--- config.mk ---
export PLATFORM = sky130hd
export DESIGN_NAME = uart_shift_tx
export DESIGN_NICKNAME = d
export VERILOG_FILES = /design/src/rtl/uart_shift_tx_pkg.sv /design/src/rtl/bit_tick_gen.sv /design/src/rtl/tx_shift_unit.sv /design/src/rtl/tx_frame_seq.sv /design/src/rtl/uart_shift_tx.sv
export SDC_FILE = /design/constraint.sdc
export NUM_CORES = 1
export LEC_CHECK = 0
export ABC_AREA = 1
export CAP_MARGIN = 0
export CORE_MARGIN = 2
export CORE_UTILIZATION = 55
export CTS_BUF_LIST = sky130_fd_sc_hd__clkbuf_2 sky130_fd_sc_hd__clkbuf_4 sky130_fd_sc_hd__clkbuf_8
export CTS_CLUSTER_SIZE = 8
export DETAILED_ROUTE_END_ITERATION = 6
export PLACE_DENSITY = 0.78
export SYNTH_ARGS = -nofsm -noshare
export SYNTH_HDL_FRONTEND = slang
export SYNTH_HIERARCHICAL = 1
export SYNTH_SLANG_ARGS = --single-unit
export TNS_END_PERCENT = 20
--- constraint.sdc ---
create_clock -name clk -period 3.61 [get_ports clk]
set_input_delay 1.083 -clock clk [delete_from_list [all_inputs] [get_ports clk]]
set_output_delay 1.083 -clock clk [all_outputs]
set_load 0.01 [all_outputs]
--- src/rtl/uart_shift_tx_pkg.sv ---
package uart_shift_tx_pkg;

    typedef enum logic [1:0] {
        PH_IDLE = 2'd0,
        PH_HEAD = 2'd1,
        PH_TAIL = 2'd2
    } phase_e;

    localparam logic [1:0] PAR_EVEN = 2'b01;
    localparam logic [1:0] PAR_ODD  = 2'b10;

    function automatic logic parity_active(input logic [1:0] mode);
        return (mode == PAR_EVEN) || (mode == PAR_ODD);
    endfunction

endpackage

--- src/rtl/bit_tick_gen.sv ---
module bit_tick_gen #(
    parameter int TIMER_W = 8,
    parameter int PRE_W   = 3
) (
    input  logic               clk,
    input  logic               rst_n,
    input  logic               run_i,
    input  logic               restart_i,
    input  logic [TIMER_W-1:0] compare_i,
    input  logic               prescale_i,
    output logic               tick_o
);
    localparam logic [PRE_W-1:0] PRE_LAST = '1;

    typedef struct packed {
        logic [PRE_W-1:0]   pre;
        logic [TIMER_W-1:0] timer;
    } tick_state_t;

    tick_state_t t_d, t_q;
    logic        unit_stb;
    logic        match;

    always_comb begin
        unit_stb = !prescale_i || (t_q.pre == PRE_LAST);
        match    = (t_q.timer == compare_i);
        tick_o   = run_i && unit_stb && match;
        t_d      = t_q;
        if (restart_i || !run_i) begin
            t_d = '0;
        end else begin
            t_d.pre = prescale_i ? t_q.pre + 1'b1 : '0;
            if (unit_stb) begin
                t_d.timer = match ? '0 : t_q.timer + 1'b1;
            end
        end
    end

    always_ff @(posedge clk) begin
        if (!rst_n) t_q <= '0;
        else        t_q <= t_d;
    end
endmodule

--- src/rtl/tx_shift_unit.sv ---
module tx_shift_unit #(
    parameter int SHIFT_W = 8,
    parameter int CNT_W   = 4
) (
    input  logic               clk,
    input  logic               rst_n,
    input  logic               load_i,
    input  logic [SHIFT_W-1:0] word_i,
    input  logic [CNT_W-1:0]   preset_i,
    input  logic               off_i,
    input  logic               tick_i,
    output logic               line_o,
    output logic               wrap_o
);
    localparam logic [CNT_W-1:0] CNT_LAST = '1;

    typedef struct packed {
        logic               en;
        logic [SHIFT_W-1:0] sh;
        logic [CNT_W-1:0]   cnt;
    } shift_state_t;

    shift_state_t s_d, s_q;

    always_comb begin
        wrap_o = s_q.en && tick_i && (s_q.cnt == CNT_LAST);
        line_o = s_q.en ? s_q.sh[SHIFT_W-1] : 1'b1;
        s_d    = s_q;
        if (off_i) begin
            s_d.en  = 1'b0;
            s_d.sh  = '1;
            s_d.cnt = '0;
        end else if (load_i) begin
            s_d.en  = 1'b1;
            s_d.sh  = word_i;
            s_d.cnt = preset_i;
        end else if (s_q.en && tick_i) begin
            s_d.sh  = {s_q.sh[SHIFT_W-2:0], 1'b1};
            s_d.cnt = s_q.cnt + 1'b1;
        end
    end

    always_ff @(posedge clk) begin
        if (!rst_n) s_q <= '{en: 1'b0, sh: '1, cnt: '0};
        else        s_q <= s_d;
    end
endmodule

--- src/rtl/tx_frame_seq.sv ---
module tx_frame_seq
    import uart_shift_tx_pkg::*;
#(
    parameter int DATA_W  = 8,
    parameter int CNT_W   = 4,
    parameter int TIMER_W = 8
) (
    input  logic               clk,
    input  logic               rst_n,
    input  logic               in_valid,
    input  logic [DATA_W-1:0]  in_data,
    output logic               in_ready,
    input  logic [1:0]         cfg_parity,
    input  logic               cfg_two_stop,
    input  logic [TIMER_W-1:0] cfg_compare,
    input  logic               cfg_prescale8,
    input  logic               wrap_i,
    output logic               load_o,
    output logic [DATA_W-1:0]  word_o,
    output logic [CNT_W-1:0]   preset_o,
    output logic               off_o,
    output logic               run_o,
    output logic               restart_o,
    output logic [TIMER_W-1:0] compare_o,
    output logic               prescale_o
);
    localparam logic [CNT_W-1:0] HEAD_PRESET = CNT_W'(2 ** CNT_W - DATA_W);

    typedef struct packed {
        phase_e             ph;
        logic               last_bit;
        logic               pbit;
        logic [1:0]         par;
        logic               stop2;
        logic [TIMER_W-1:0] cmp;
        logic               pre8;
    } seq_state_t;

    seq_state_t          q_d, q_q;
    logic [DATA_W-1:0]   mirrored;
    logic [CNT_W-1:0]    tail_len;
    logic                par_on;

    always_comb begin
        for (int i = 0; i < DATA_W; i++) mirrored[i] = in_data[DATA_W-1-i];
        par_on   = parity_active(q_q.par);
        tail_len = CNT_W'(1) + CNT_W'(par_on) + (q_q.stop2 ? CNT_W'(2) : CNT_W'(1));
    end

    always_comb begin
        q_d       = q_q;
        load_o    = 1'b0;
        word_o    = '1;
        preset_o  = '0;
        off_o     = 1'b0;
        restart_o = 1'b0;
        case (q_q.ph)
            PH_IDLE: begin
                if (in_valid) begin
                    q_d.ph       = PH_HEAD;
                    q_d.last_bit = in_data[DATA_W-1];
                    q_d.pbit     = (^in_data) ^ (cfg_parity == PAR_ODD);
                    q_d.par      = cfg_parity;
                    q_d.stop2    = cfg_two_stop;
                    q_d.cmp      = cfg_compare;
                    q_d.pre8     = cfg_prescale8;
                    load_o       = 1'b1;
                    word_o       = {1'b0, mirrored[DATA_W-1:1]};
                    preset_o     = HEAD_PRESET;
                    restart_o    = 1'b1;
                end
            end
            PH_HEAD: begin
                if (wrap_i) begin
                    q_d.ph             = PH_TAIL;
                    load_o             = 1'b1;
                    word_o[DATA_W-1]   = q_q.last_bit;
                    if (par_on) word_o[DATA_W-2] = q_q.pbit;
                    preset_o           = CNT_W'(0) - tail_len;
                end
            end
            PH_TAIL: begin
                if (wrap_i) begin
                    q_d.ph = PH_IDLE;
                    off_o  = 1'b1;
                end
            end
            default: q_d.ph = PH_IDLE;
        endcase
    end

    assign in_ready   = (q_q.ph == PH_IDLE);
    assign run_o      = (q_q.ph != PH_IDLE);
    assign compare_o  = q_q.cmp;
    assign prescale_o = q_q.pre8;

    always_ff @(posedge clk) begin
        if (!rst_n) q_q <= '{ph: PH_IDLE, default: '0};
        else        q_q <= q_d;
    end
endmodule

--- src/rtl/uart_shift_tx.sv ---
module uart_shift_tx #(
    parameter int DATA_W  = 8,
    parameter int CNT_W   = 4,
    parameter int TIMER_W = 8,
    parameter int PRE_W   = 3
) (
    input  logic               clk,
    input  logic               rst_n,
    input  logic               in_valid,
    input  logic [DATA_W-1:0]  in_data,
    output logic               in_ready,
    input  logic [1:0]         cfg_parity,
    input  logic               cfg_two_stop,
    input  logic [TIMER_W-1:0] cfg_compare,
    input  logic               cfg_prescale8,
    output logic               tx_line
);
    localparam int SHIFT_W = DATA_W;

    logic               bit_tick;
    logic               wrap;
    logic               load;
    logic [SHIFT_W-1:0] word;
    logic [CNT_W-1:0]   preset;
    logic               off;
    logic               run;
    logic               restart;
    logic [TIMER_W-1:0] cmp_held;
    logic               pre_held;

    tx_frame_seq #(.DATA_W(DATA_W), .CNT_W(CNT_W), .TIMER_W(TIMER_W)) u_seq (
        .clk, .rst_n, .in_valid, .in_data, .in_ready,
        .cfg_parity, .cfg_two_stop, .cfg_compare, .cfg_prescale8,
        .wrap_i(wrap), .load_o(load), .word_o(word), .preset_o(preset),
        .off_o(off), .run_o(run), .restart_o(restart),
        .compare_o(cmp_held), .prescale_o(pre_held)
    );

    bit_tick_gen #(.TIMER_W(TIMER_W), .PRE_W(PRE_W)) u_tick (
        .clk, .rst_n, .run_i(run), .restart_i(restart),
        .compare_i(cmp_held), .prescale_i(pre_held), .tick_o(bit_tick)
    );

    tx_shift_unit #(.SHIFT_W(SHIFT_W), .CNT_W(CNT_W)) u_shift (
        .clk, .rst_n, .load_i(load), .word_i(word), .preset_i(preset),
        .off_i(off), .tick_i(bit_tick), .line_o(tx_line), .wrap_o(wrap)
    );
endmodule

# Yosys cells after proc, flatten, opt, wreduce, memory -nomap -nowiden
# Index checks and enable logic that the tools add are counted.
# word_totals
out_inout_bits,2
elab_cells,72
in_bits,23
ff_bits,40
# op_classes
n_eq_ne,11
mux,22
n_addsub,6
n_reduce_logical,18
bitwise,3
# ops
operator,n
$mux 12,2
$mux 16,1
$mux 8,2
$add 8x1->8 const B,1
$eq 8x8->1,1
$mux 2,4
$mux 4,2
$pmux 4 s2,1
$reduce_xor 8->1,1
$eq 2x2->1 const B,3
$mux 1,6
$mux 6,1
$pmux 2 s3,1
$add 4x1->4 const B,1
$add 4x4->4,1
$eq 2x1->1 const B,2
$eq 4x4->1 const B,1
$logic_and 1x1->1,4
$ne 2x1->1 const B,2
$pmux 2 s2,1
$reduce_bool 2->1,2
$reduce_or 2->1,2
$sub 1x4->4 const A,1
$add 3x1->3 const B,1
12 further kinds,16

# Longest topological paths before layout
# depth
ltp_word,9
depth_mapped,19
depth_no_buf,19

# Hierarchy
# The synthesis kept the hierarchy.
# by_module_without_submodules
mod,cells_each,area_each_um2,seq_area_each_um2,n_inst
tx_frame_seq,131,914.6,320.3,1
bit_tick_gen,92,656.9,220.2,1
tx_shift_unit,88,619.3,260.2,1

# Worst setup path after synthesis
# Ideal clock, no wire load.
# synth_timing
kind,reg2reg
startpoint,reg u_tick/t_q[8] in the netlist's numbering
endpoint,reg u_shift/s_q[2] in the netlist's numbering
required_time_ns,3.501
slack_ns,1.094
stages_incl_launch_ff,20
arrival_ns,2.407
n_path_buf,0
setup_time_ns,0.109
synth_period_minus_slack_ns,2.516
cell_sequence,dfxtp_1 -> ha_1 -> ha_1 -> inv_1 -> nand2_4 -> o21ai_2 -> inv_1 -> nand3_1 -> nor3b_1 -> nand2_2 -> nor4_1 -> nand2_2 -> nand2_1 -> inv_2 -> nand2_4 -> inv_2 -> nand2_1 -> nand3_1 -> nand2_1 -> inv_1
# synth_between
elab_chain_cells,9
word_cells_on_any_way,14
classes_between,1 x eq/ne; 6 x mux; 7 x reduce/logical
# synth_lines
element,line,text
start: declaration,bit_tick_gen.sv:20,"tick_state_t t_d, t_q;"
start signal: assignment,bit_tick_gen.sv:41,else t_q <= t_d;
$eq 3x3->1 (*),bit_tick_gen.sv:25,unit_stb = !prescale_i || (t_q.pre == PRE_LAST);
$logic_or 1x1->1 (*),bit_tick_gen.sv:25,
$logic_and 1x1->1 (*) (2 in series),bit_tick_gen.sv:27,tick_o = run_i && unit_stb && match;
via bit_tick,uart_shift_tx.sv:20,logic bit_tick;
$logic_and 1x1->1 (*) (2 in series),tx_shift_unit.sv:26,wrap_o = s_q.en && tick_i && (s_q.cnt == CNT_LAST);
via wrap,uart_shift_tx.sv:21,logic wrap;
$mux 1 (*),tx_frame_seq.sv:74,if (wrap_i) begin
$pmux 1 s2 (*),tx_frame_seq.sv:57,case (q_q.ph)
via load,uart_shift_tx.sv:22,logic load;
$mux 12 or $reduce_bool 2->1 (tied branches),--,
end signal: assignment,tx_shift_unit.sv:44,"if (!rst_n) s_q <= '{en: 1'b0, sh: '1, cnt: '0};"
end: declaration,tx_shift_unit.sv:23,"shift_state_t s_d, s_q;"
# Mark *: on every way through the listed nets, which the timed path passes. The rest lies on a longest branch.
# A chain may end at the register's enable or synchronous reset.

# Final worst setup path
# Same ends and word-level chain as after synthesis.

==> results.cfg <==
[run_status]
status = finished clean

[clocking]
cts_tree = yes
clock_latency_ps = 290
clock_sinks = 40
ctsHoldBuffers = 0
clkTransAtPathRegs_ps = 70
cts-root-buf = clkbuf_8
cts_resized = 0
clock_path_buffers = 2
cts_buffers = 5
cts-htree-levels = 2
cts_setup_buffers = 0

[timing]
fin_tns_setup_ps = 0
worst_slack_ps = 628
rsz0062_at_grt = false
relSlewSlack = 0.686
skew_ps = 2.95
finalCritPeriodShare = 0.826
worstMarginPinSlew_ps = 470
finalSetupViolations = 0
finalMaxSlewViolations = 0
period_needed_ps = 2980
hold_viol_final = 0
fmax_mhz = 335

[place]
place_ws_ps = 630
place_area_sq_um = 2380
io_buffers = 24
place_hpwl_microns = 3170
dp.cells = 368
finalWeightedCongestion = 0.871

[pwr]
leakagePower_nw = 1.10
combPwrFrac = 0.172
power.density_nw_per_um2 = 393
p_seq_frac = 0.501
ir_drop_uv = 242
switchingPower_w = 0.000260
pwr-share-clk = 0.327
sw_frac_of_total = 0.267
p_int_w = 0.000714

[setup_path]
required_ps = 3800
endpoint_kind = flip-flop
arrival_ps = 3180
r2r_slack_ps = 630
worstPathMaxFanout = 16
regToRegStartpoint = u_tick/t_q[8]
r2r-end = u_shift/s_q[2]
worstSetupEndpoint = u_shift/s_q[2]
cp-start-kind = flip-flop
startpoint = u_tick/t_q[8]
ff2ff_path_depth = 19
critical_path_class = flip-flop to flip-flop

[yosys]
synthCells = 311
syn-cell-area_sq_um = 2190
yosys_warnings = 6
synth_area_leaders = dfxtp_1 37%, nand2_1 13%, inv_1 6.0%, nor2_1 6.0%, nand3_1 4.3%
syn-num-nets = 340
synth_top_area_frac = 0.366
ys_ff_latch = 40
synth_top_cell_by_area = dfxtp_1
avgSynthCellArea_sq_um = 7.04
ys_seq_area_frac = 0.366
yosysUniqueCellTypes = 33

[die]
dieWidth_microns = 67.1
die_area_sq_um = 4500
core_sq_um = 3740
die_h_microns = 67.1
io_pins = 25
initial_utilization = 0.585
fp-row-count = 22

[drt]
postRouteAntennaNets = 0
vias = 1879
wire_per_inst_microns = 10.7
drt-initial-drc-count = 141
drc = 0
drt_pass1_iterations = 4
routed_wl_microns = 4010
viasPerCell = 5.00

[cells_and_area]
n_antenna_cell = 0
fill_cells = 345
drive_gt1_frac = 0.110
final_nets = 356
stdcell_count = 376
fin_area_sq_um = 2480
area_growth_pct = 13.1

[global_routing]
gr-usage-all-layers = 0.206
grt_pass1_vias = 1663
grt_overflow = 0
grt_pass1_wl_microns = 6940
antenna_found_initial = 0
grt_max_degree = 21

[worst_hold_path]
worstHoldStart = u_tick/t_q[8]
min_path_type = flip-flop to flip-flop

[job]
drv_cap = 0
per-stage QoR:
step,util,power (W),hold slack [ps]
after floorplan,-,0.000626,407
after global placement,0.636,0.000663,414
after detailed placement,0.636,0.000667,424
after CTS,0.662,0.000984,434
after global routing,0.662,0.00103,460
final,0.662,0.000974,429
synth_stat cells:
cell	n
buf_6	1
xnor2_1	6
o21ai_2	1
buf_1	1
o211a_1	1
nor2_4	1
nor4_1	1
or2_2	4
buf_4	12
a21oi_2	1
nand2_4	3
xor2_1	6
nor3b_1	3
nor2_1	35
a21oi_1	17
o21ai_0	13
nand2_2	2
o32a_1	1
ha_1	6
o21bai_4	1
o211ai_1	1
inv_2	7
nand3_1	19
nand4_1	1
o21ai_1	5
nor3_1	1
dfxtp_1	40
nand3b_1	1
nor2_2	5
inv_1	35
nand2_1	76
nand3_2	3
buf_2	1
critical path: stages, from the launching register on:
cell and delay [ps]:
dfxtp_1 330, ha_1 150, ha_1 170, inv_1 70, nand2_4 80, o21ai_2 50, inv_1 50, nand3_1 120
nor3b_1 260, nand2_2 150, nor4_1 330, nand2_2 160, nand2_1 380, inv_2 150, nand2_4 120, inv_2 80
nand2_1 60, nand3_1 70, nand2_1 60, inv_1 40
power by group through the flow:
stage          registers, W  clock network (W)  logic [W]
2_1_floorplan      0.000492                  0   0.000134
3_3_place_gp       0.000498                  0   0.000166
3_5_place_dp       0.000498                  0   0.000168
6_report           0.000488           0.000318   0.000168
5_1_grt            0.000491           0.000347   0.000191
4_1_cts            0.000488           0.000327   0.000169
routing by layer:
metal | track usage | wire length [microns]
met3 | 0.0507 | 127
met5 | 0 | 0
met1 | 0.237 | 1810
met2 | 0.365 | 2010
met4 | 0.0791 | 63
worst min-delay path by stage:
stage / to / slack (ps) / cells after the start
floorplan: u_tick/t_q[8] / 410 / 1
global placement: u_tick/t_q[8] / 410 / 1
detailed placement: u_tick/t_q[8] / 420 / 1
CTS: u_tick/t_q[8] / 430 / 1
global route: u_tick/t_q[8] / 460 / 1
finish: u_tick/t_q[8] / 430 / 1
state kept, by name, indices dropped and copies added (netlist names):
name,flops
u_shift/s_q,13
u_seq/compare_o,8
u_seq/prescale_o,1
u_tick/t_q,11
u_seq/q_q,7
area by class of cell:
class	count	area, sq um	area share
Multi-Input combinational cell	214	1120	0.453
Sequential cell	40	801	0.323
Timing Repair Buffer	24	240	0.0969
Inverter	42	158	0.0636
Clock buffer	8	97.6	0.0394
Tap cell	48	60.1	0.0242
placed cells by master (no fill, tap or decap):
cell,count
clkbuf_4,2
clkdlybuf4s50_1,24
nor3_1,1
or2_2,4
nand2_4,3
inv_1,35
clkbuf_8,6
xor2_1,6
inv_2,7
nand3b_1,1
o21ai_1,5
o211ai_1,1
nand2_1,76
nor2_2,5
o211a_1,1
nor4_1,1
o32a_1,1
dfxtp_1,40
nand3_2,3
nand4_1,1
nor2_4,1
o21ai_2,1
nor2_1,35
a21oi_2,1
a21oi_1,17
nand2_2,2
nor3b_1,3
ha_1,6
o21bai_4,1
o21ai_0,13
nand3_1,19
xnor2_1,6
cells by family after synthesis:
logic type,share of synthesized area
xor gates and xnor gates,0.0480
buffers and inverters,0.122
adders and majority gates,0.0343
AOI/OAI and AO/OA,0.109
DFF,0.366
and+or+nand+nor,0.321
(Power assumes the default switching activity.)
